File: src/rtl/ppi_pkg.sv
package ppi_pkg;
  localparam int DW = 8;
  localparam int CW = 8;
  localparam logic [1:0] ADDR_PA  = 2'd0;
  localparam logic [1:0] ADDR_PB  = 2'd1;
  localparam logic [1:0] ADDR_PC  = 2'd2;
  localparam logic [1:0] ADDR_CTL = 2'd3;
  localparam logic [7:0] MODE_RESET = 8'h9B;

  typedef struct packed {
    logic [1:0] ga_mode;
    logic       a_in;
    logic       cu_in;
    logic       gb_strobed;
    logic       b_in;
    logic       cl_in;
  } mode_t;

  function automatic mode_t decode_mode(input logic [7:0] w);
    mode_t m;
    m.ga_mode    = w[6:5];
    m.a_in       = w[4];
    m.cu_in      = w[3];
    m.gb_strobed = w[2];
    m.b_in       = w[1];
    m.cl_in      = w[0];
    return m;
  endfunction
endpackage

File: src/rtl/ppi_sync.sv
module ppi_sync #(
  parameter int         N       = 3,
  parameter int         STAGES  = 2,
  parameter logic [N-1:0] RST_VAL = '1
) (
  input  logic         clk,
  input  logic         rst_n,
  input  logic [N-1:0] d,
  output logic [N-1:0] q
);
  logic [N-1:0] stg_q [STAGES];

  for (genvar g = 0; g < STAGES; g++) begin : g_stage
    logic [N-1:0] stg_d;
    if (g == 0) begin : g_first
      assign stg_d = d;
    end else begin : g_next
      assign stg_d = stg_q[g-1];
    end
    always_ff @(posedge clk or negedge rst_n) begin
      if (!rst_n) stg_q[g] <= RST_VAL;
      else        stg_q[g] <= stg_d;
    end
  end

  assign q = stg_q[STAGES-1];
endmodule

File: src/rtl/ppi_regs.sv
module ppi_regs
  import ppi_pkg::*;
(
  input  logic          clk,
  input  logic          rst_n,
  input  logic          wr_en,
  input  logic [1:0]    addr,
  input  logic [7:0]    wdata,
  output logic [7:0]    mode_o,
  output logic [DW-1:0] pa_lat_o,
  output logic [DW-1:0] pb_lat_o,
  output logic [CW-1:0] pc_lat_o,
  output logic          mode_wr_o
);
  logic [7:0]    mode_q, mode_d;
  logic [DW-1:0] pa_q, pa_d, pb_q, pb_d;
  logic [CW-1:0] pc_q, pc_d;
  logic          ctl_wr, bsr_wr, mode_wr, reg_en;

  assign ctl_wr  = wr_en && (addr == ADDR_CTL);
  assign mode_wr = ctl_wr && wdata[7];
  assign bsr_wr  = ctl_wr && !wdata[7];
  assign reg_en  = wr_en;

  always_comb begin
    mode_d = mode_q;
    pa_d   = pa_q;
    pb_d   = pb_q;
    pc_d   = pc_q;
    unique case (addr)
      ADDR_PA: pa_d = wdata;
      ADDR_PB: pb_d = wdata;
      ADDR_PC: pc_d = wdata;
      default: begin
        if (wdata[7]) begin
          mode_d = wdata;
          pa_d   = '0;
          pb_d   = '0;
          pc_d   = '0;
        end else begin
          pc_d[wdata[3:1]] = wdata[0];
        end
      end
    endcase
  end

  always_ff @(posedge clk or negedge rst_n) begin
    if (!rst_n) begin
      mode_q <= MODE_RESET;
      pa_q   <= '0;
      pb_q   <= '0;
      pc_q   <= '0;
    end else if (reg_en) begin
      mode_q <= mode_d;
      pa_q   <= pa_d;
      pb_q   <= pb_d;
      pc_q   <= pc_d;
    end
  end

  assign mode_o    = mode_q;
  assign pa_lat_o  = pa_q;
  assign pb_lat_o  = pb_q;
  assign pc_lat_o  = pc_q;
  assign mode_wr_o = mode_wr;


  mode_clr_chk: assert property (@(posedge clk) disable iff (!rst_n)
    mode_wr |=> (pa_q == '0 && pb_q == '0 && pc_q == '0));


  bsr_bit_chk: assert property (@(posedge clk) disable iff (!rst_n)
    bsr_wr |=> (pc_q[$past(wdata[3:1])] == $past(wdata[0])));


  bsr_keep_chk: assert property (@(posedge clk) disable iff (!rst_n)
    bsr_wr |=> (((pc_q ^ $past(pc_q)) & ~(8'b1 << $past(wdata[3:1]))) == 8'h00));


  mode_hold_chk: assert property (@(posedge clk) disable iff (!rst_n)
    !mode_wr |=> $stable(mode_q));
endmodule

File: src/rtl/ppi_hs_chan.sv
module ppi_hs_chan
  import ppi_pkg::*;
(
  input  logic          clk,
  input  logic          rst_n,
  input  logic          clr,
  input  logic          en_in,
  input  logic          en_out,
  input  logic          stb_n,
  input  logic          ack_n,
  input  logic          cpu_rd,
  input  logic          cpu_wr,
  input  logic          inte_in,
  input  logic          inte_out,
  input  logic [DW-1:0] din,
  output logic [DW-1:0] lat_o,
  output logic          ibf_o,
  output logic          obf_o,
  output logic          intr_o
);
  logic          stb_prev_q, ack_prev_q;
  logic          stb_fall, stb_rise, ack_fall, ack_rise;
  logic          ibf_q, ibf_d, obf_q, obf_d;
  logic          iin_q, iin_d, iout_q, iout_d;
  logic [DW-1:0] lat_q, lat_d;
  logic          lat_en;

  assign stb_fall = stb_prev_q && !stb_n;
  assign stb_rise = !stb_prev_q && stb_n;
  assign ack_fall = ack_prev_q && !ack_n;
  assign ack_rise = !ack_prev_q && ack_n;

  always_ff @(posedge clk or negedge rst_n) begin
    if (!rst_n) begin
      stb_prev_q <= 1'b1;
      ack_prev_q <= 1'b1;
    end else begin
      stb_prev_q <= stb_n;
      ack_prev_q <= ack_n;
    end
  end

  assign lat_en = clr || (en_in && stb_fall);
  assign lat_d  = clr ? '0 : din;

  always_comb begin
    ibf_d  = ibf_q;
    iin_d  = iin_q;
    obf_d  = obf_q;
    iout_d = iout_q;
    if (en_in) begin
      if (cpu_rd) begin
        ibf_d = 1'b0;
        iin_d = 1'b0;
      end
      if (stb_fall)          ibf_d = 1'b1;
      if (stb_rise && ibf_q) iin_d = 1'b1;
    end else begin
      ibf_d = 1'b0;
      iin_d = 1'b0;
    end
    if (en_out) begin
      if (cpu_wr) begin
        obf_d  = 1'b1;
        iout_d = 1'b0;
      end
      if (ack_fall)           obf_d  = 1'b0;
      if (ack_rise && !obf_q) iout_d = 1'b1;
    end else begin
      obf_d  = 1'b0;
      iout_d = 1'b0;
    end
    if (clr) begin
      ibf_d  = 1'b0;
      iin_d  = 1'b0;
      obf_d  = 1'b0;
      iout_d = 1'b0;
    end
  end

  always_ff @(posedge clk or negedge rst_n) begin
    if (!rst_n) begin
      ibf_q  <= 1'b0;
      iin_q  <= 1'b0;
      obf_q  <= 1'b0;
      iout_q <= 1'b0;
    end else begin
      ibf_q  <= ibf_d;
      iin_q  <= iin_d;
      obf_q  <= obf_d;
      iout_q <= iout_d;
    end
  end

  always_ff @(posedge clk or negedge rst_n) begin
    if (!rst_n)      lat_q <= '0;
    else if (lat_en) lat_q <= lat_d;
  end

  assign lat_o  = lat_q;
  assign ibf_o  = ibf_q;
  assign obf_o  = obf_q;
  assign intr_o = (iin_q && inte_in) || (iout_q && inte_out);


  ibf_set_chk: assert property (@(posedge clk) disable iff (!rst_n)
    (en_in && !clr && stb_fall) |=> ibf_q);


  rd_clr_chk: assert property (@(posedge clk) disable iff (!rst_n)
    (en_in && !clr && cpu_rd && !stb_fall && !stb_rise) |=> (!ibf_q && !iin_q));


  ack_clr_chk: assert property (@(posedge clk) disable iff (!rst_n)
    (en_out && !clr && ack_fall && !cpu_wr) |=> !obf_q);


  wr_obf_chk: assert property (@(posedge clk) disable iff (!rst_n)
    (en_out && !clr && cpu_wr && !ack_fall) |=> (obf_q && !iout_q));


  clr_flags_chk: assert property (@(posedge clk) disable iff (!rst_n)
    clr |=> (!ibf_q && !obf_q && !iin_q && !iout_q));
endmodule

File: src/rtl/ppi_top.sv
module ppi_top
  import ppi_pkg::*;
#(
  parameter int SYNC_STAGES = 2,
  parameter int RST_STAGES  = 2
) (
  input  logic       clk,
  input  logic       rst_n,
  input  logic       cs_n,
  input  logic       rd_n,
  input  logic       wr_n,
  input  logic [1:0] addr,
  input  logic [7:0] wdata,
  output logic [7:0] rdata,
  input  logic [7:0] pa_in,
  output logic [7:0] pa_out,
  output logic [7:0] pa_oe,
  input  logic [7:0] pb_in,
  output logic [7:0] pb_out,
  output logic [7:0] pb_oe,
  input  logic [7:0] pc_in,
  output logic [7:0] pc_out,
  output logic [7:0] pc_oe
);
  localparam int HS_N = 3;

  logic [RST_STAGES-1:0] rst_pipe_q;
  logic                  rst_int_n;

  always_ff @(posedge clk or negedge rst_n) begin
    if (!rst_n) rst_pipe_q <= '0;
    else        rst_pipe_q <= {rst_pipe_q[RST_STAGES-2:0], 1'b1};
  end
  assign rst_int_n = rst_pipe_q[RST_STAGES-1];

  logic          rd_en, wr_en;
  logic [7:0]    mode_q;
  logic [DW-1:0] pa_lat, pb_lat;
  logic [CW-1:0] pc_lat;
  logic          mode_wr;
  mode_t         m;

  assign rd_en = !cs_n && !rd_n;
  assign wr_en = !cs_n && !wr_n;

  ppi_regs u_regs (
    .clk      (clk),
    .rst_n    (rst_int_n),
    .wr_en    (wr_en),
    .addr     (addr),
    .wdata    (wdata),
    .mode_o   (mode_q),
    .pa_lat_o (pa_lat),
    .pb_lat_o (pb_lat),
    .pc_lat_o (pc_lat),
    .mode_wr_o(mode_wr)
  );

  assign m = decode_mode(mode_q);

  logic a_m0, a_m1, a_m2, b_m1;
  assign a_m0 = (m.ga_mode == 2'b00);
  assign a_m1 = (m.ga_mode == 2'b01);
  assign a_m2 = m.ga_mode[1];
  assign b_m1 = m.gb_strobed;

  // handshake inputs: [2] = PC6 ack A, [1] = PC4 strobe A, [0] = PC2 group B
  logic [HS_N-1:0] hs_s;
  ppi_sync #(.N(HS_N), .STAGES(SYNC_STAGES), .RST_VAL('1)) u_sync (
    .clk  (clk),
    .rst_n(rst_int_n),
    .d    ({pc_in[6], pc_in[4], pc_in[2]}),
    .q    (hs_s)
  );

  logic [DW-1:0] a_lat, b_lat;
  logic          a_ibf, a_obf, a_intr, b_ibf, b_obf, b_intr;
  logic          a_en_in, a_en_out, b_en_in, b_en_out;

  assign a_en_in  = (a_m1 && m.a_in) || a_m2;
  assign a_en_out = (a_m1 && !m.a_in) || a_m2;
  assign b_en_in  = b_m1 && m.b_in;
  assign b_en_out = b_m1 && !m.b_in;

  ppi_hs_chan u_chan_a (
    .clk     (clk),
    .rst_n   (rst_int_n),
    .clr     (mode_wr),
    .en_in   (a_en_in),
    .en_out  (a_en_out),
    .stb_n   (hs_s[1]),
    .ack_n   (hs_s[2]),
    .cpu_rd  (rd_en && (addr == ADDR_PA)),
    .cpu_wr  (wr_en && (addr == ADDR_PA)),
    .inte_in (pc_lat[4]),
    .inte_out(pc_lat[6]),
    .din     (pa_in),
    .lat_o   (a_lat),
    .ibf_o   (a_ibf),
    .obf_o   (a_obf),
    .intr_o  (a_intr)
  );

  ppi_hs_chan u_chan_b (
    .clk     (clk),
    .rst_n   (rst_int_n),
    .clr     (mode_wr),
    .en_in   (b_en_in),
    .en_out  (b_en_out),
    .stb_n   (hs_s[0]),
    .ack_n   (hs_s[0]),
    .cpu_rd  (rd_en && (addr == ADDR_PB)),
    .cpu_wr  (wr_en && (addr == ADDR_PB)),
    .inte_in (pc_lat[2]),
    .inte_out(pc_lat[2]),
    .din     (pb_in),
    .lat_o   (b_lat),
    .ibf_o   (b_ibf),
    .obf_o   (b_obf),
    .intr_o  (b_intr)
  );

  logic [CW-1:0] hs_drv, hs_inp, hs_val, plain_out, pc_rd;

  always_comb begin
    hs_drv = '0;
    hs_inp = '0;
    hs_val = '0;
    if (a_m2) begin
      hs_drv[7] = 1'b1; hs_val[7] = !a_obf;
      hs_inp[6] = 1'b1;
      hs_drv[5] = 1'b1; hs_val[5] = a_ibf;
      hs_inp[4] = 1'b1;
    end else if (a_m1 && m.a_in) begin
      hs_drv[5] = 1'b1; hs_val[5] = a_ibf;
      hs_inp[4] = 1'b1;
    end else if (a_m1) begin
      hs_drv[7] = 1'b1; hs_val[7] = !a_obf;
      hs_inp[6] = 1'b1;
    end
    if (!a_m0) begin
      hs_drv[3] = 1'b1; hs_val[3] = a_intr;
    end
    if (b_m1) begin
      hs_inp[2] = 1'b1;
      hs_drv[1] = 1'b1; hs_val[1] = m.b_in ? b_ibf : !b_obf;
      hs_drv[0] = 1'b1; hs_val[0] = b_intr;
    end
  end

  for (genvar i = 0; i < CW; i++) begin : g_pc
    if (i >= CW/2) begin : g_upper
      assign plain_out[i] = !m.cu_in;
    end else begin : g_lower
      assign plain_out[i] = !m.cl_in;
    end
    assign pc_oe[i]  = hs_drv[i] || (!hs_inp[i] && plain_out[i]);
    assign pc_out[i] = hs_drv[i] ? hs_val[i] : pc_lat[i];
    assign pc_rd[i]  = hs_drv[i] ? hs_val[i] :
                       ((hs_inp[i] || plain_out[i]) ? pc_lat[i] : pc_in[i]);
  end

  logic [DW-1:0] pa_rd, pb_rd;

  assign pa_out = pa_lat;
  assign pa_oe  = a_m2 ? {DW{!hs_s[2]}} : {DW{!m.a_in}};
  assign pa_rd  = a_en_in ? a_lat : (m.a_in ? pa_in : pa_lat);

  assign pb_out = pb_lat;
  assign pb_oe  = {DW{!m.b_in}};
  assign pb_rd  = b_en_in ? b_lat : (m.b_in ? pb_in : pb_lat);

  always_comb begin
    unique case (addr)
      ADDR_PA: rdata = pa_rd;
      ADDR_PB: rdata = pb_rd;
      ADDR_PC: rdata = pc_rd;
      default: rdata = mode_q;
    endcase
  end


  hs_in_hiz_chk: assert property (@(posedge clk) disable iff (!rst_int_n)
    (pc_oe & hs_inp) == 8'h00);


  bidir_oe_chk: assert property (@(posedge clk) disable iff (!rst_int_n)
    (a_m2 && hs_s[2]) |-> (pa_oe == '0));


  basic_in_chk: assert property (@(posedge clk) disable iff (!rst_int_n)
    (!b_m1 && m.b_in) |-> (pb_oe == '0 && pc_oe[2:0] == (m.cl_in ? 3'b000 : 3'b111)));
endmodule

File: config.mk
export PLATFORM = sky130hd
export DESIGN_NAME = ppi_top
export DESIGN_NICKNAME = d
export VERILOG_FILES = /design/src/rtl/ppi_pkg.sv /design/src/rtl/ppi_sync.sv /design/src/rtl/ppi_regs.sv /design/src/rtl/ppi_hs_chan.sv /design/src/rtl/ppi_top.sv
export SDC_FILE = /design/constraint.sdc
export NUM_CORES = 1
export LEC_CHECK = 0
export BUFFER_PORTS_ARGS = -buffer_cell sky130_fd_sc_hd__buf_2
export CAP_MARGIN = 10
export CORE_MARGIN = 5
export CORE_UTILIZATION = 40
export DETAILED_ROUTE_END_ITERATION = 12
export HOLD_SLACK_MARGIN = 0.08
export PLACE_DENSITY_LB_ADDON = 0.25
export SKIP_CTS_REPAIR_TIMING = 1
export SLEW_MARGIN = 20
export SYNTH_ARGS = -nofsm -noshare
export SYNTH_HDL_FRONTEND = slang
export SYNTH_SLANG_ARGS = --single-unit
File: constraint.sdc
create_clock -name clk -period 2 [get_ports clk]
set_clock_uncertainty 0.2 [all_clocks]
set_input_delay 0.3 -clock clk [delete_from_list [all_inputs] [get_ports clk]]
set_output_delay 0.3 -clock clk [all_outputs]
set_load 0.005 [all_outputs]
# Word-level counts from Yosys, hierarchy flattened
# Cells that the tools add are included.
# word_totals
input_bits	39
regBits	66
elab_cells	191
# op_classes
muxes	79
order_cmp	2
n_eq_ne	12
reduce_logical	74
bitwise_logic	4
# op_table
cell	n
$mux 8	9
$mux 1	62
$pmux 8 s2	3
$logic_and 1x1->1	32
$ne 4x1->1 const B	8
$pmux 8 s3	1
$logic_not 1->1	18
$logic_or 1x1->1	12
$reduce_and 3->1	3
$bwmux 8	1
$reduce_or 2->1	3
$eq 2x1->1 const B	2
$eq 2x2->1 const B	2
$logic_not 2->1	2
$lt 3x4->1 const B	1
$mux 2	2
$not 1->1	4
$reduce_bool 2->1	2
$demux 1 s3	1
$ge 3x1->1 const B	1
$reduce_or 3->1	1
$reduce_and 2->1	1

# Logic depth before layout (Yosys ltp)
# Gate-level depths: netlist (run 1).
# depth
ltp_word	7
mapped_depth	7
mapped_depth_nobuf	6

# Cells and area by module
# From an unflattened synthesis (run 1), not the netlist that was laid out.
# unflattened
hier_cells	437
area_unflattened_um2	4160.2
# by_module_without_submodules
mod	cells_per_inst	area_each_um2	n_inst
ppi_regs	164	1644.1	1
ppi_hs_chan	56	650.6	2
ppi_top	155	1057.3	1
ppi_sync	6	157.7	1

# Least setup slack after synthesis (run 1)
# No wires, ideal clock.
# synth_timing
path_type	input to output
startpoint	input addr[0]
endpoint	output rdata[1]
required_ns	1.500
t_arrival_ns	1.471
slack_ns	0.029
path_buffers	2
stages	6
cell_sequence	inv_1 -> ha_1 -> clkbuf_1 -> buf_1 -> o211ai_1 -> a32oi_1
# synth_via
elab_chain_len	2
word_cells_on_any_way	4
cone_classes	2 x eq/ne; 1 x mux; 1 x reduce/logical
# synth_lines
element	line	source
start, declared	ppi_top.sv:12	input logic [1:0] addr,
$eq 2x2->1 (tied with other cells)	ppi_top.sv:174	unique case (addr)
$pmux 8 s3 (*)	ppi_top.sv:174	
end, declared	ppi_top.sv:14	output logic [7:0] rdata,
# Mark *: on every way between the ends. The rest lies on a longest branch, timed or not.

# Worst setup path in the final report (run 1)
# layout_timing
startpoint	register u_regs.mode_q[4], in the netlist u_regs.mode_o[4]
endpoint	output rdata[7]
# layout_via
elab_chain_len	5
word_cells_on_any_way	10
cone_classes	8 x mux; 2 x reduce/logical
# layout_lines
element	line	source
start, declared	ppi_regs.sv:15	logic [7:0] mode_q, mode_d;
start signal, assigned	ppi_regs.sv:54	mode_q <= mode_d;
$logic_and 1x1->1	ppi_top.sv:80, ppi_top.sv:134	
$mux 1	ppi_top.sv:134	end else if (a_m1 && m.a_in) begin
$mux 1	ppi_top.sv:129	if (a_m2) begin
$mux 1	ppi_top.sv:159	assign pc_rd[i] = hs_drv[i] ? hs_val[i] :
$pmux 8 s3 (*)	ppi_top.sv:174	
# Marks and branches as above.

==> results of run 1 <==
## routing by layer
layer	share of wire	global-route usage	vias to the layer above	wire length, um
li1	-	-	1687	-
met5	0	0	-	0
met4	0.024	0.09132	0	302
met2	0.51	0.3529	180	6513
met1	0.40	0.2769	1822	5078
met3	0.070	0.04007	27	901
## cell type report
| type | instances | area (sq um) |
|---|---|---|
| clock buffer | 12 | 155.1 |
| clock inverter | 4 | 97.59 |
| fill | 791 | 3948 |
| inverter | 15 | 56.30 |
| multi-input combinational | 274 | 1904 |
| sequential | 66 | 1670 |
| tap | 111 | 138.9 |
| timing repair buffer | 169 | 1182 |
## synth_stat cells (3+ instances only)
master / instances
nor2_1: 31
mux2_2: 7
a21oi_1: 30
dfrtp_1: 53
nor3_1: 6
dfstp_2: 13
buf_4: 18
nor2b_1: 7
o221ai_1: 6
nand3_1: 14
o211ai_1: 6
o21ai_0: 24
a22oi_1: 3
a32oi_1: 7
nand2b_1: 3
clkbuf_1: 14
a22o_1: 8
mux2i_1: 23
ha_1: 5
inv_1: 15
buf_2: 8
nand2_1: 45
o31a_1: 6
a31o_2: 5
a31oi_1: 3
## worst min-delay path by stage
stage	from	endpoint	slack (ps)	cells past startpoint
after detailed placement	rst_n	rst_pipe_q[0]	-110	1
final	pa_in[0]	u_chan_a.lat_o[0]	50	3
after global routing	pa_in[0]	u_chan_a.lat_o[0]	90	3
after floorplan	rst_n	rst_pipe_q[0]	-200	0
after global placement	rst_n	rst_pipe_q[0]	-110	1
after CTS	rst_n	rst_pipe_q[1]	-490	1
## worst max-delay path, cell delays in order (launching register included)
cell and delay (ps):
dfstp_2 660, buf_6 140, mux2i_1 210, nand2_1 80
o211ai_1 120, nand4_1 170, buf_2 170
## registers in the layout, summed over array words and instances (netlist names), 2 cells and up
signal and cells:
u_regs.pc_lat_o 8, u_sync.g_stage.stg_d 3, u_regs.pb_lat_o 8, u_chan_b.lat_o 8, u_chan_a.lat_o 8, rst_pipe_q 2
u_regs.mode_o 7, u_regs.pa_lat_o 8, u_sync.q 3
## cell families (layout without fill, tap and decap cells)
logic type | count (synthesis) | in the layout | share of synthesized area
AO/OA/AOI/OAI | 111 | 111 | 0.1989
flip-flops | 66 | 66 | 0.4479
buffers and inverters | 57 | 200 | 0.07829
multiplexers | 30 | 30 | 0.08300
adder cells (fa/ha/maj) | 5 | 5 | 0.01680
AND/OR/NAND/NOR | 127 | 127 | 0.1741
other | 1 | 1 | 0.001007
## metrics by stage
| stage | hold slack [ps] | instances | util |
|---|---|---|---|
| 2_1_floorplan | -195.6 | 397 | - |
| 3_3_place_gp | -114.3 | 606 | 0.4927 |
| 3_5_place_dp | -112.9 | 606 | 0.4927 |
| 4_1_cts | -490.7 | 622 | 0.5203 |
| 5_1_grt | 86.45 | 651 | 0.5687 |
| 6_report | 48.11 | 651 | 0.5687 |
## power by group
group          internal [mW]  leakage, nW  switching (mW)
Combinational          0.924         1.50           0.891
Clock                  0.897        0.123           0.539
Sequential              1.61        0.814           0.257
==> impl_results.md, run 1 <==
* Crit Path Category: flip-flop to output port
* Final Hold Viols at 0
* Core Footprint at between 0.009 and 0.01 sq mm
* Setup crit end: rdata[7]
* Yosys cell types at 54
* Later-pin clock latency in the skew report at about 350 ps
* YS warnings at 0
* Synthesized cell area at approximately 0.0037 sq mm
* Row cnt at 35
* Wirelength, routed at around 13 mm
* Critical path startpoint: u_regs.mode_o[4]
* Largest net degree at the start of global routing at between 60 and 70
* CTS max path bufs at 2
* Final net count at about 580
* Final Setup Violations at 14
* R2R depth at 6
* RSZ-0062 raised after global routing: yes
* GPL Wtd Cong at roughly 0.9
* Share of cells above drive strength 1 at 0.4056
* RR Startpoint: u_regs.mode_o[1]
* P&R area growth vs syn at 39.78%
* Commonest non-fill, non-tap cells in the layout: 92 x buf_2, 51 x dfrtp_1, 42 x nand2_1
* Port bufs at 94
* Critical Path RT at 1500 ps
* Main area contributors after synthesis: dfrtp_1 36%, dfstp_2 9.2%, mux2i_1 6.2%
* N_diodes at 0
* Syn_area_per_cell at roughly 9.4 sq um
* Total GRT Usage at 0.2147
* Chip height at 106.5 um
* Seq/Total Area, Yosys at 0.4479
* Fmax at between 400 and 500 MHz
* Synth Instances at 397
* Commonest non-fill, non-tap cell in the layout: buf_2
* DRC at 0
* CP endpoint kind: output port
* Clk slew on worst S/H paths at around 80 ps
* Max-slew violation count at 0
* Vias in the first global route at 3502
* DRT antenna net count at 0
* FF-to-FF End: u_chan_b.lat_o[5]
* Status: complete, but fails checks
* Pre-CTS WS at -247.9 ps
* CP max FO at 8
* DPL Wire Length at between 8 and 9 mm
* Final Power at between 5 and 6 mW
* Synth Register Bits at 66
* Fin crit share at 1.200
* FF-to-FF setup slack at around 70 ps
* Cts bufs inserted at 9
* Peak VDD IR at between 0.0003 and 0.0004 V
* Worst-margin pin slew at between 800 and 900 ps
* Vias per inst at about 5.7
* Initial DRT Pass Iterations at 5
* Synth top area share at 0.3562
* WP data arrival at 1900 ps
* Number of synthesized flops with an enable pin at 0
* Slew headroom at 0.4547
* Largest area contributor in the netlist: dfrtp_1
* Starting DRC count in detailed routing at around 370
* Max_cap viols at 0
* Failing checks: negative setup slack
* Drt wl/cell at 19.66 um
* Final min period at approximately 2400 ps
* Placed inst area at roughly 0.0045 sq mm
* Async SR Flop Fraction at 1.000
* Hold Path Class: input port to flip-flop
* IO Count at 95
* Synth Flop Type: dfrtp_1
* Syn nets at between 400 and 500
* Setup TNS at -3491 ps
* CTS Sinks at 66
* CTS root buf: clkbuf_8
* Post-route setup slack at -399.7 ps
* CP Launch Type: flip-flop
* Grt total ovfl at 0
* Pwr dens at approximately 1000 mW/mm^2
* CTS tree: built
* Post-route cell area at 0.005205 sq mm
* First-pass GRT wire length at about 19 mm
* Lkg Pwr at roughly 2.4 nW
* Max H-tree Level at 3
* Die area at around 0.011 sq mm
* Initial antenna violation count at 0
* Die span in x at 106.5 um
* Initial Utilization at 0.4068
* Vias at between 3000 and 4000
(Power assumes the default switching activity.)
==> run 2, diff against run 1 <==
--- a/config.mk
+++ b/config.mk
@@ -12,8 +12,10 @@
 export DETAILED_ROUTE_END_ITERATION = 12
 export HOLD_SLACK_MARGIN = 0.08
 export PLACE_DENSITY_LB_ADDON = 0.25
+export RECOVER_POWER = 100
 export SKIP_CTS_REPAIR_TIMING = 1
 export SLEW_MARGIN = 20
 export SYNTH_ARGS = -nofsm -noshare
 export SYNTH_HDL_FRONTEND = slang
+export SYNTH_HIERARCHICAL = 1
 export SYNTH_SLANG_ARGS = --single-unit
==> impl_results.md, run 2 <==
* Number of synthesized flops with an enable pin at 0
* Final Util at 0.5495
* CTS tree: built
* Synthesized cell area at roughly 0.0042 sq mm
* Switching Fraction at 0.3429
* YS warnings at 6
* CTS Sinks at 67
* Commonest non-fill, non-tap cell in the layout: buf_2
* FF-to-FF setup slack at approximately 90 ps
* Setup TNS at -3813 ps
* CP max stage delay at approximately 560 ps
* Internal power at between 3 and 4 mW
* Critical Path RT at approximately 1500 ps
* Fin crit share at 1.236
* Row cnt at 37
* CP endpoint kind: output port
* Largest net degree at the start of global routing at 46
* Failing checks: negative setup slack
* Starting DRC count in detailed routing at 218
* Post-route cell area at ~0.0056 sq mm
* Critical path's slowest cell: dfstp_2
* Final Setup Violations at 15
* Initial DRT Pass Iterations at 4
* Final min period at 2472 ps
* Total GRT Usage at 0.1972
* Switch Pwr at between 1.5 and 2 mW
* Placed insts at between 600 and 700
* Chip height at roughly 110 um
* Max-slew violation count at 0
* CTS max path bufs at 2
* CP Launch Type: flip-flop
* GPL Wtd Cong at about 0.86
* Initial antenna violation count at 0
* IO Count at 95
* Vias per inst at roughly 5.2
* Crit Path Category: flip-flop to output port
* Vias at approximately 3700
* Hold Path Class: flip-flop to asynchronous set/reset pin
* Slew headroom at 0.4836
* DRC at 0
* Status: complete, but fails checks
* Commonest non-fill, non-tap cells in the layout: 88 x buf_2, 49 x dfrtp_1, 47 x nand2b_1
* N_diodes at 0
* DPL Wire Length at just over 9 mm
* Cell Chain, Critical Path: buf_12 > a21oi_4 > inv_4 > o21ai_0 > mux4_2 > buf_2
* Core Footprint at between 0.01 and 0.015 sq mm
* Lkg Pwr at approximately 2.6 nW
* Drt wl/cell at about 18 um
* Max H-tree Level at 3
* CTS root buf: clkbuf_8
* Synth Register Bits at 67
* Wirelength, routed at between 10 and 15 mm
* Count leader, synth: dfrtp_1
* Peak VDD IR at roughly 0.00030 V
* Grt total ovfl at 0
* Fmax at roughly 400 MHz
* Synth top area share at 0.3188
* Pwr dens at ~870 mW/mm^2
* Synth Instances at 437
* WP data arrival at ~2000 ps
* Port bufs at between 90 and 100
* Initial Utilization at 0.4066
* Main area contributors after synthesis: dfrtp_1 32%, mux2i_1 11%, dfstp_2 8.8%
* Die area at between 0.01 and 0.015 sq mm
* Post-route insts no fill at 719
* Largest area contributor in the netlist: dfrtp_1
* Async SR Flop Fraction at 1.000
* Final Hold Viols at 0
* Die span in x at between 100 and 150 um
* Final net count at 623
* Vias in the first global route at 3491
* Final Power at between 4 and 5 mW
* Clk slew on worst S/H paths at ~70 ps
* Synth top cells by count: 53 x dfrtp_1, 47 x nand2b_1, 46 x mux2i_1
* Cts bufs inserted at 9
* Post-route setup slack at -472.1 ps
* Share of cells above drive strength 1 at 0.3602
* RSZ-0062 raised after global routing: yes
* Later-pin clock latency in the skew report at ~360 ps
* Placed inst area at about 0.005 sq mm
* Worst-margin pin slew at just under 800 ps
* Syn_area_per_cell at 9.520 sq um
* Sequential share of power at 0.384
* Max_cap viols at 0
* DRT antenna net count at 0
* P&R area growth vs syn at 35.13%
* Syn nets at roughly 480
* Seq/Total Area, Yosys at 0.4072
* Yosys cell types at 51
* Clock power frac at 0.235
* Comb power frac at 0.381
* First-pass GRT wire length at between 15 and 20 mm
* CP max FO at 12
* Synth Flop Type: dfrtp_1
## run 2: cell types whose count changed in the layout (fill, tap and decap cells not counted), moves of 8 or more
cell,change
nand2_1,-8
nand2b_1,+45
nand3_1,-9
mux2i_1,+24
## run 2: critical path, delay by kind of cell, from the launching register on
family	cells	cell delay (ps)
compound gates	2	180
buf+inv	3	390
flops	1	560
mux	1	480
## run 2: power groups by stage
stage	registers (mW)	logic (mW)	clock network, mW
floorplan	1.81	1.04	0
global placement	1.90	1.60	0
detailed placement	1.90	1.63	0
CTS	1.88	1.63	1.19
global route	1.92	2.04	1.25
finish	1.88	1.87	1.15
## run 2: path summary, 6_finish.rpt
path | startpoint | to | depth (start not counted)
setup / recovery | u_regs/mode_o[4] | rdata[5] | 6
hold / removal | rst_pipe_q[1] | u_regs/pc_lat_o[6] | 0
setup reg to reg | u_regs/mode_o[1] | u_chan_b/lat_o[1] | 7
hold reg to reg | rst_pipe_q[1] | u_regs/pc_lat_o[6] | 0
max in group asynchronous | rst_pipe_q[1] | u_sync/g_stage[1].stg_d[0] | 1
min in group clk | wr_n | u_chan_b/obf_o | 4
## run 2: routing by layer
| metal | wire [um] | vias up | part of all wire | global-route usage |
|---|---|---|---|---|
| li1 | - | 1777 | - | - |
| met5 | 0 | - | 0 | 0 |
| met4 | 268 | 0 | 0.021 | 0.08173 |
| met2 | 6189 | 101 | 0.49 | 0.3050 |
| met3 | 572 | 19 | 0.045 | 0.04130 |
| met1 | 5680 | 1818 | 0.45 | 0.2693 |
## run 2: area by class of cell
type / instances / area (sq um)
Sequential cell: 67 / 1699
Timing Repair Buffer: 173 / 1295
Fill cell: 962 / 4609
Clock buffer: 11 / 141.4
Multi-Input combinational cell: 307 / 2175
Inverter: 19 / 81.33
Timing Repair inverter: 1 / 7.507
Clock inverter: 5 / 52.55
Tap cell: 136 / 170.2
## run 2: metrics by stage
| step | hold WS [ps] | setup WS, ps |
|---|---|---|
| after floorplan | -195.6 | 5.603 |
| after global routing | 98.07 | -553.8 |
| final | 43.58 | -472.1 |
| after global placement | -113.3 | -69.13 |
| after CTS | -509.4 | -493.1 |
| after detailed placement | -111.7 | -86.40 |
## run 2: cells by family (layout without fill, tap and decap cells)
logic type / Yosys count / after routing / synth area share
compound gates: 82 / 82 / 0.1233
fa+ha+maj: 6 / 6 / 0.01804
simple gates: 155 / 155 / 0.2021
mux: 62 / 62 / 0.1648
other cells: 2 / 2 / 0.001805
buf+inv: 63 / 209 / 0.08271
flops: 67 / 67 / 0.4072
